$ cat config.mk
export PLATFORM = sky130hd
export DESIGN_NAME = tagged_result_fifo
export DESIGN_NICKNAME = d
export VERILOG_FILES = /design/src/rtl/trf_pkg.sv /design/src/rtl/trf_format.sv /design/src/rtl/trf_store.sv /design/src/rtl/trf_level.sv /design/src/rtl/tagged_result_fifo.sv
export SDC_FILE = /design/constraint.sdc
export NUM_CORES = 1
export LEC_CHECK = 0
export BUFFER_PORTS_ARGS = -buffer_cell sky130_fd_sc_hd__buf_2
export CORE_MARGIN = 3
export CORE_UTILIZATION = 30
export CTS_BUF_LIST = sky130_fd_sc_hd__clkbuf_8
export DETAILED_ROUTE_END_ITERATION = 10
export GPL_ROUTABILITY_DRIVEN = 0
export PLACE_DENSITY_LB_ADDON = 0.25
export RECOVER_POWER = 50
export SETUP_SLACK_MARGIN = 0.3
export SYNTH_ARGS = -nofsm -noshare
export SYNTH_HDL_FRONTEND = slang
export SYNTH_SLANG_ARGS = --single-unit
$ cat constraint.sdc
create_clock -name clk -period 3.45 [get_ports clk]
set_clock_uncertainty 0.2 [all_clocks]
set_input_delay 0.345 -clock clk [delete_from_list [all_inputs] [get_ports clk]]
set_output_delay 0.345 -clock clk [all_outputs]
set_load 0.01 [all_outputs]
$ cat src/rtl/trf_pkg.sv
// Package: shared widths and the stored word layout for the result FIFO.
// Assumes the result is 13-bit two's complement with a 3-bit instruction tag.
package trf_pkg;
    localparam int DATA_W = 13;
    localparam int TAG_W  = 3;
    localparam int WORD_W = DATA_W + TAG_W;

    typedef struct packed {
        logic [TAG_W-1:0]  upper;
        logic [DATA_W-1:0] data;
    } word_t;
endpackage

$ cat src/rtl/trf_format.sv
// Module: builds the 16-bit stored word from a result, its tag and the mask.
// Assumes it is purely combinational; the caller samples the output on push.
module trf_format
    import trf_pkg::*;
(
    input  logic [DATA_W-1:0] data_i,
    input  logic [TAG_W-1:0]  tag_i,
    input  logic              mask_i,
    output word_t             word_o
);
    // Select upper bits: sign copies when masked, the tag otherwise.
    always_comb begin
        word_o.data  = data_i;
        word_o.upper = mask_i ? {TAG_W{data_i[DATA_W-1]}} : tag_i;
    end
endmodule

$ cat src/rtl/trf_store.sv
// Module: circular word storage with write/read pointers and a registered
// read port. Assumes push_i/pop_i are already qualified against full/empty.
module trf_store
    import trf_pkg::*;
#(
    parameter int DEPTH = 32
) (
    input  logic  clk,
    input  logic  rst_n,
    input  logic  push_i,
    input  logic  pop_i,
    input  logic  rd_req_i,
    input  word_t wdata_i,
    output word_t rdata_o
);
    localparam int PTR_W = (DEPTH > 1) ? $clog2(DEPTH) : 1;

    word_t            mem [DEPTH];
    logic [PTR_W-1:0] wptr;
    logic [PTR_W-1:0] rptr;

    // Next-pointer helper with explicit wrap for any depth.
    function automatic logic [PTR_W-1:0] bump(input logic [PTR_W-1:0] p);
        return (p == PTR_W'(DEPTH - 1)) ? '0 : p + 1'b1;
    endfunction

    // Write an accepted word into the slot at the write pointer.
    always_ff @(posedge clk) begin
        if (push_i) mem[wptr] <= wdata_i;
    end

    // Advance pointers on accepted push and pop.
    always_ff @(posedge clk) begin
        if (!rst_n) begin
            wptr <= '0;
            rptr <= '0;
        end else begin
            if (push_i) wptr <= bump(wptr);
            if (pop_i)  rptr <= bump(rptr);
        end
    end

    // Load the read register on any pop request; zero when nothing to pop.
    always_ff @(posedge clk) begin
        if (!rst_n)        rdata_o <= '0;
        else if (rd_req_i) rdata_o <= pop_i ? mem[rptr] : '0;
    end

    // a request that could not pop returns zero on the next cycle.
    assert_empty_read_zero_R8: assert property (@(posedge clk) disable iff (!rst_n)
        (rd_req_i && !pop_i) |=> (rdata_o == '0));

    // without a request the read register holds its value.
    assert_read_hold_R5: assert property (@(posedge clk) disable iff (!rst_n)
        !rd_req_i |=> $stable(rdata_o));
endmodule

$ cat src/rtl/trf_level.sv
// Module: occupancy counter, push/pop qualification, sticky overflow and
// the registered threshold compare. Assumes requests are single-cycle levels.
module trf_level #(
    parameter int DEPTH = 32,
    parameter int CNT_W = $clog2(DEPTH + 1)
) (
    input  logic             clk,
    input  logic             rst_n,
    input  logic             wr_req_i,
    input  logic             rd_req_i,
    input  logic [CNT_W-1:0] thresh_i,
    output logic             push_ok_o,
    output logic             pop_ok_o,
    output logic [CNT_W-1:0] count_o,
    output logic             ovf_o,
    output logic             irq_o
);
    localparam logic [CNT_W-1:0] FULL_CNT = CNT_W'(DEPTH);

    logic             is_full;
    logic             is_empty;
    logic [CNT_W-1:0] cnt_nxt;

    // Qualify requests against the count at the start of the cycle.
    always_comb begin
        is_full   = (count_o == FULL_CNT);
        is_empty  = (count_o == '0);
        push_ok_o = wr_req_i && !is_full;
        pop_ok_o  = rd_req_i && !is_empty;
        cnt_nxt   = count_o + CNT_W'(push_ok_o) - CNT_W'(pop_ok_o);
    end

    // Update count, sticky overflow and threshold request.
    always_ff @(posedge clk) begin
        if (!rst_n) begin
            count_o <= '0;
            ovf_o   <= 1'b0;
            irq_o   <= 1'b0;
        end else begin
            count_o <= cnt_nxt;
            ovf_o   <= ovf_o | (wr_req_i && is_full);
            irq_o   <= (thresh_i != '0) && (cnt_nxt == thresh_i);
        end
    end

    // occupancy never exceeds the depth.
    assert_count_bound_R7: assert property (@(posedge clk) disable iff (!rst_n)
        count_o <= FULL_CNT);

    // overflow stays set once raised.
    assert_ovf_sticky_R7: assert property (@(posedge clk) disable iff (!rst_n)
        ovf_o |=> ovf_o);

    // push into a full store without a pop leaves it full and flags it.
    assert_full_push_dropped_R7: assert property (@(posedge clk) disable iff (!rst_n)
        (wr_req_i && is_full && !rd_req_i) |=> (count_o == FULL_CNT) && ovf_o);

    // pop on empty without a push keeps the count at zero.
    assert_empty_pop_R8: assert property (@(posedge clk) disable iff (!rst_n)
        (rd_req_i && is_empty && !wr_req_i) |=> (count_o == '0));

    // a raised request always matches the threshold seen at the edge.
    assert_irq_match_R9: assert property (@(posedge clk) disable iff (!rst_n)
        $rose(irq_o) |-> (count_o == $past(thresh_i)) && (count_o != '0));
endmodule

$ cat src/rtl/tagged_result_fifo.sv
// Module: top of the tagged conversion result FIFO. Formats each result,
// stores it, tracks occupancy and raises the fill request.
// Assumes one result per cycle at most and a single host reader.
module tagged_result_fifo
    import trf_pkg::*;
#(
    parameter int DEPTH = 32,
    parameter int CNT_W = $clog2(DEPTH + 1)
) (
    input  logic              clk,
    input  logic              rst_n,
    input  logic              res_valid,
    input  logic [DATA_W-1:0] res_data,
    input  logic [TAG_W-1:0]  res_tag,
    input  logic              tag_mask,
    input  logic              pop_req,
    output logic [WORD_W-1:0] pop_word,
    output logic [CNT_W-1:0]  fill_level,
    input  logic [CNT_W-1:0]  fill_thresh,
    output logic              fill_irq,
    output logic              ovf_flag
);
    word_t fmt_word;
    word_t rd_word;
    logic  push_ok;
    logic  pop_ok;

    trf_format u_fmt (
        .data_i (res_data),
        .tag_i  (res_tag),
        .mask_i (tag_mask),
        .word_o (fmt_word)
    );

    trf_level #(.DEPTH(DEPTH), .CNT_W(CNT_W)) u_lvl (
        .clk       (clk),
        .rst_n     (rst_n),
        .wr_req_i  (res_valid),
        .rd_req_i  (pop_req),
        .thresh_i  (fill_thresh),
        .push_ok_o (push_ok),
        .pop_ok_o  (pop_ok),
        .count_o   (fill_level),
        .ovf_o     (ovf_flag),
        .irq_o     (fill_irq)
    );

    trf_store #(.DEPTH(DEPTH)) u_store (
        .clk      (clk),
        .rst_n    (rst_n),
        .push_i   (push_ok),
        .pop_i    (pop_ok),
        .rd_req_i (pop_req),
        .wdata_i  (fmt_word),
        .rdata_o  (rd_word)
    );

    // Expose the read register as a flat word.
    always_comb pop_word = rd_word;

    // a masked push stores a word whose upper bits match the sign.
    assert_mask_sign_R3: assert property (@(posedge clk) disable iff (!rst_n)
        (push_ok && tag_mask) |-> (u_store.wdata_i.upper == {TAG_W{res_data[DATA_W-1]}}));
endmodule

======== Word-level counts from Yosys, hierarchy flattened ========
Memory sizes are Yosys's and may differ from the RTL's. A register that Yosys moved wholly into a read port is not among the register bits.
Cells that the tools add are included.
operators by class
  reductions and logical operators ........ 8
  $add $sub $neg .......................... 4
  equal/unequal tests ..................... 4
  divide/modulo/power cells ............... 0
  order comparisons ....................... 0
  $mul .................................... 0
  bitwise operators ....................... 1
  shift operators ......................... 0
  muxes and demuxes ....................... 8
operator list
  operator                                                       count
  5-bit two-way mux                                              4
  16-bit two-way mux                                             1
  5-bit by 1-bit adder with 5-bit output, second input constant  2
  5-bit == test, second input constant                           2
  6-bit by 1-bit adder with 6-bit output                         1
  6-bit == test                                                  1
  6-bit == test, second input constant                           1
  6-bit logical NOT                                              1
  6-bit nonzero test                                             1
  6-bit by 1-bit subtractor with 6-bit output                    1
  1-bit logical AND                                              4
  3-bit two-way mux                                              1
  1-bit logical NOT                                              2
  1-bit two-way mux                                              2
  1-bit bitwise OR                                               1
word-level totals
  latch bits .............................. 0
  bits in writable memories ............... 512
  bits in read-only memories .............. 0
  memories kept ........................... 1
  bits in registers ....................... 34
  input port bits ......................... 27
  logic and storage cells ................. 33
memory list
  memory       words  bits a word  rd ports  clocked after memory_dff  write ports  RTL line         text
  u_store.mem  32     16           1         1                         1            trf_store.sv:18  word_t mem [DEPTH];

======== Logic depth before layout (Yosys ltp) ========
  depth in word-level cells ............... 7
  depth in mapped cells ................... 15

======== Hierarchy ========
From an unflattened synthesis, not the netlist that was laid out.
unflattened totals
  cell total of the unflattened synthesis .. 1178
  area total of the unflattened synthesis .. 22016.1 um^2
modules (own cells, without submodules)
  module      cells each  area an instance (um^2)  sequential area each (um^2)  instances
  trf_store   1095        21232.9                  15995.3                      1
  trf_level   67          651.9                    160.2                        1
  trf_format  16          131.4                    0.0                          1

======== Worst setup path after synthesis ========
No wires, ideal clock.
  path kind ............................... flip-flop to flip-flop
  start ................................... register u_lvl.count_o[2]
  end ..................................... register u_lvl.irq_o
  library setup time ...................... 0.096 ns
  arrival ................................. 2.939 ns
  path slack .............................. 0.215 ns
  stages on the path, launching flop included .. 16
  cell sequence ........................... dfxtp_1 -> inv_1 -> ha_1 -> nor4bb_1 -> nor2b_1 -> buf_2 -> clkinv_1 -> ha_1 -> inv_1 -> ha_1 -> fa_1 -> a21oi_1 -> o21ai_0 -> xor2_1 -> xor2_1 -> nor4b_1
between the ends
  word-level cells in the longest chain between the ends .. 7
  elaborated cells between the ends (all ways) .. 10
RTL lines
  element                                        RTL line         text
  start, declared                                trf_level.sv:14  output logic [CNT_W-1:0] count_o,
  start signal, assigned                         trf_level.sv:40  count_o <= cnt_nxt;
  6-bit == test                                  trf_level.sv:26  is_full = (count_o == FULL_CNT);
  1-bit logical NOT                              trf_level.sv:28  push_ok_o = wr_req_i && !is_full;
  1-bit logical AND                              trf_level.sv:28
  6-bit by 1-bit adder with 6-bit output         trf_level.sv:30  cnt_nxt = count_o + CNT_W'(push_ok_o) - CNT_W'(pop_ok_o);
  6-bit by 1-bit subtractor with 6-bit output *  trf_level.sv:30
  6-bit == test *                                trf_level.sv:42  irq_o <= (thresh_i != '0) && (cnt_nxt == thresh_i);
  1-bit logical AND *                            trf_level.sv:42
  end signal, assigned                           trf_level.sv:42
  end, declared                                  trf_level.sv:16  output logic irq_o
Every way passes the cells marked *; elsewhere a longest branch is shown, timed or not.
A chain may end at the register's enable or synchronous reset.

======== Final worst setup path ========
  start ................................... register u_lvl.count_o[4]
  end ..................................... memory u_store.mem[24][5] (netlist name), enable pin
between the ends
  word-level cells in the longest chain between the ends .. 5
RTL lines
  element                                  RTL line         text
  6-bit == test                            trf_level.sv:26
  1-bit logical NOT                        trf_level.sv:28
  1-bit logical AND                        trf_level.sv:28
  1-bit two-way mux                        trf_store.sv:29  if (push_i) mem[wptr] <= wdata_i;
  1-bit two-way mux (not written as such)  trf_store.sv:29
  end, declared                            trf_store.sv:18
Every way passes these cells.

==> out/qor.txt <==
Status = complete, but fails checks
Failing checks = max-capacitance violations, max-slew violations
Internal power = 11.47 mW
CP delay by family, top = buffers and inverters
Reg2reg path depth = 14
Critical path buffers and inverters = 9
Root Buffer = clkbuf_8
CTS tree = done
Clock Latency Late Sink = 0.68 ns
Synth Warn # = 0
Max_cap viols = 12
Nets = 1390
Final max-slew violation count = 397
Dpl cells = 2182
Worst-Margin Slew = 1.822 ns
Core footprint = 71610 um2
Initial antenna violation count = 2
DP Wirelength = 34560 um
First-pass GRT wire length = 82120 um
Worst Setup End Kind = register
Total Routing Usage GR = 15.00%
Die Y = 275.3 um
Final Non-Filler Cells = 2366
Overall Power = 15.66 mW
Number of global-route vias before repair = 11902
Clock network power share = 34.5%
Netlist cell types = 54
Hold WC Path Type = input pin to register
# DRC = 0
Number of synthesized flops with an enable pin = 512
Crit-path max cell delay = 0.37 ns
VDD IR-drop max = 243.8 uV
Port Buffers = 50
WS Path Type = register to register
Synth Net Count = 1215
Clk sink count = 551
Clock Tree Buf Depth = 3
Power Dens Cells = 617.6 nW/um2
Peak Freq = 0.3226 GHz
Top_reg_cell synth = edfxtp_1
Sw frac = 26.74%
Cell repeated most along the worst path = buf_4
Die ar. = 75770 um2
CP startpoint kind = register
Final number of hold-violating endpoints = 0
FP Rows = 98
Fin crit share = 89.84%
Yosys reg bits = 551
Clk pin slew, worst setup/hold paths = 0.06 ns
Slowest-stage cell, CP = nor4bb_4
Arrival time worst endpoint = 3.30 ns
Die X = 275.3 um
Vias after detailed routing = 11483
Sequential Power Share = 48.8%
Rel. slew slack = -21.49%
Routed WL = 56220 um
H-tree depth = 3
DRT antenna net count = 0
Hold Crit Depth = 3
Synth Instances = 1171
Share of cells above drive strength 1 = 21.85%
Total CTS buffers = 88
Async SR Flop Fraction = 0%
Psw = 4.189 mW
Largest net degree at the start of global routing = 48
Critical Path Fanout Max = 15
Final setup fails = 0
Worst path cell trace = inv_2 > ha_1 > nor4bb_4 > nor2b_2 > buf_4 > buf_4 > buf_4 > buf_4 > buf_4 > buf_4 > buf_4 > nand2_1 > nor2_1 > buf_4
Vias/cell = 4.853
Io pins = 51
Synth Area per Inst = 18.58 um2
Setup_tns = 0 ns
Wire per inst = 23.76 um
Worst path depth = 14
WP data required = 3.65 ns
DRT iter0 DRCs = 915
Initial Utilization = 30.38%
Grt ovf = 0
RSZ-0062 raised after global routing = true
Area growth, synth to finish = 16.58%
Seq/Total Area, Yosys = 74.27%
Comb pwr share = 16.7%
P_leak = 7.981 nW
Pre-Repair DR Iteration Count = 5
Mapped Area = 21750 um2
Final min period = 3.099 ns
==> sequential cells by signal, summed over array words and instances (netlist names), named ones only <==
register         count
u_store.mem        512
u_lvl.ovf_o          1
u_lvl.irq_o          1
u_store.rdata_o     16
u_store.wptr         5
u_store.rptr         5
u_lvl.count_o        6
==> area by class of cell <==
cell class	count	area [um2]
Antenna cell	2	5.005
Sequential cell	551	16170
Clock inverter	68	450.4
Multi-Input combinational cell	544	5231
Clock buffer	90	1239
Inverter	16	61.31
Timing Repair Buffer	145	1017
Fill cell	6823	46250
Tap cell	950	1189
==> final timing paths <==
| path | slack [ns] | startpoint | end |
|---|---|---|---|
| max reg2reg | 0.35 | u_lvl.count_o[4] | u_store.mem[24][5] |
| min | 0.12 | tag_mask | u_store.mem[31][13] |
| max | 0.35 | u_lvl.count_o[4] | u_store.mem[24][5] |
| min reg2reg | 0.32 | u_lvl.ovf_o | u_lvl.ovf_o |
==> synth_stat cells (7+ instances only) <==
cell type  count  share of area, %
mux4_2        73               7.6
ha_1          16              0.92
nand3_1       10              0.23
mux2_2        10              0.52
mux2i_1       91               4.2
a22oi_1       18              0.62
nor2b_1       30              0.86
a21oi_1        9              0.21
and3_1        13              0.37
o22ai_1       20              0.58
edfxtp_1     512                71
dfxtp_1       39               3.6
a21boi_0      12              0.41
nor2_1        41              0.71
a2111oi_0     19              0.77
nor4_1        11              0.32
nand2b_1       7              0.20
nor3_1        17              0.39
o21ai_0       24              0.55
mux4_1         7              0.85
inv_1         15              0.26
clkbuf_1      21              0.36
buf_2         19              0.44
nand2_1       45              0.78
buf_4          9              0.31
a221oi_1      11              0.44
==> cell families after synthesis <==
group	share of synthesized area, %
muxes	13.11
xor gates and xnor gates	0.4026
adders and majority gates	1.012
DFF	74.27
and+or+nand+nor	5.073
buffers and inverters	1.950
AOI/OAI and AO/OA	4.182
==> stage by stage <==
stage               setup slack, ns  utilization (%)  instance area (um2)  hold slack (ns)
floorplan                    0.3153                -                21760           0.2439
global route                 0.2388            35.41                25360           0.1159
finish                       0.3506            35.41                25360           0.1177
global placement             0.3002            32.75                23450           0.2941
CTS                          0.3295            35.44                25380         0.006574
detailed placement           0.1584            32.75                23450           0.2934
==> tightest hold or removal path, stage by stage <==
cell and delay (ns):
buf_2 0.10, o21ai_0 0.09, buf_4 0.24
==> what timing repair did <==
| item | in CTS | in global routing |
|---|---|---|
| gates resized for setup | 5 | 8 |
| hold buffers | 17 | 0 |
| hold endpoints to repair | 119 | 0 |
| setup buffers | 5 | 2 |
| pin swaps | 1 | 4 |
| cloned | 0 | 0 |
| setup endpoints to repair | 1 | 29 |
==> routing by layer <==
layer	vias to the layer above	wire [um]	part of all wire [%]	global-route usage [%]
met3	83	2397	4.3	2.295
met1	5994	25450	45	20.55
met2	303	26630	47	24.22
li1	5103	-	-	-
met4	0	1736	3.1	5.586
met5	-	0	0	0
==> power groups by stage <==
stage	logic, mW	clock network [mW]	registers (mW)
after CTS	2.65	5.56	7.64
after floorplan	1.72	0	7.71
after global placement	2.57	0	7.76
after global routing	2.83	5.88	7.66
final	2.62	5.40	7.65
after detailed placement	2.57	0	7.77
==> cell usage in the layout (no fill, tap or decap), types with 7 or more instances in the layout <==
cell and count:
nor2b_1 29, clkbuf_8 90, mux2_2 10, o22ai_1 20, dfxtp_1 34, dlygate4sd3_1 17, a2111oi_0 19, nand2b_1 7
mux2i_1 91, edfxtp_1 512, a21oi_1 8, nor4_1 11, clkbuf_1 37, a21boi_0 12, nor2_1 37, ha_1 15
buf_2 15, inv_1 46, nor3_1 17, clkinv_1 15, a22oi_1 18, nand2_1 43, a221oi_1 11, o21ai_0 24
mux4_2 73, mux4_1 7, clkinv_2 9, nand3_1 10, and3_1 13, buf_4 71
(Power assumes the default switching activity.)
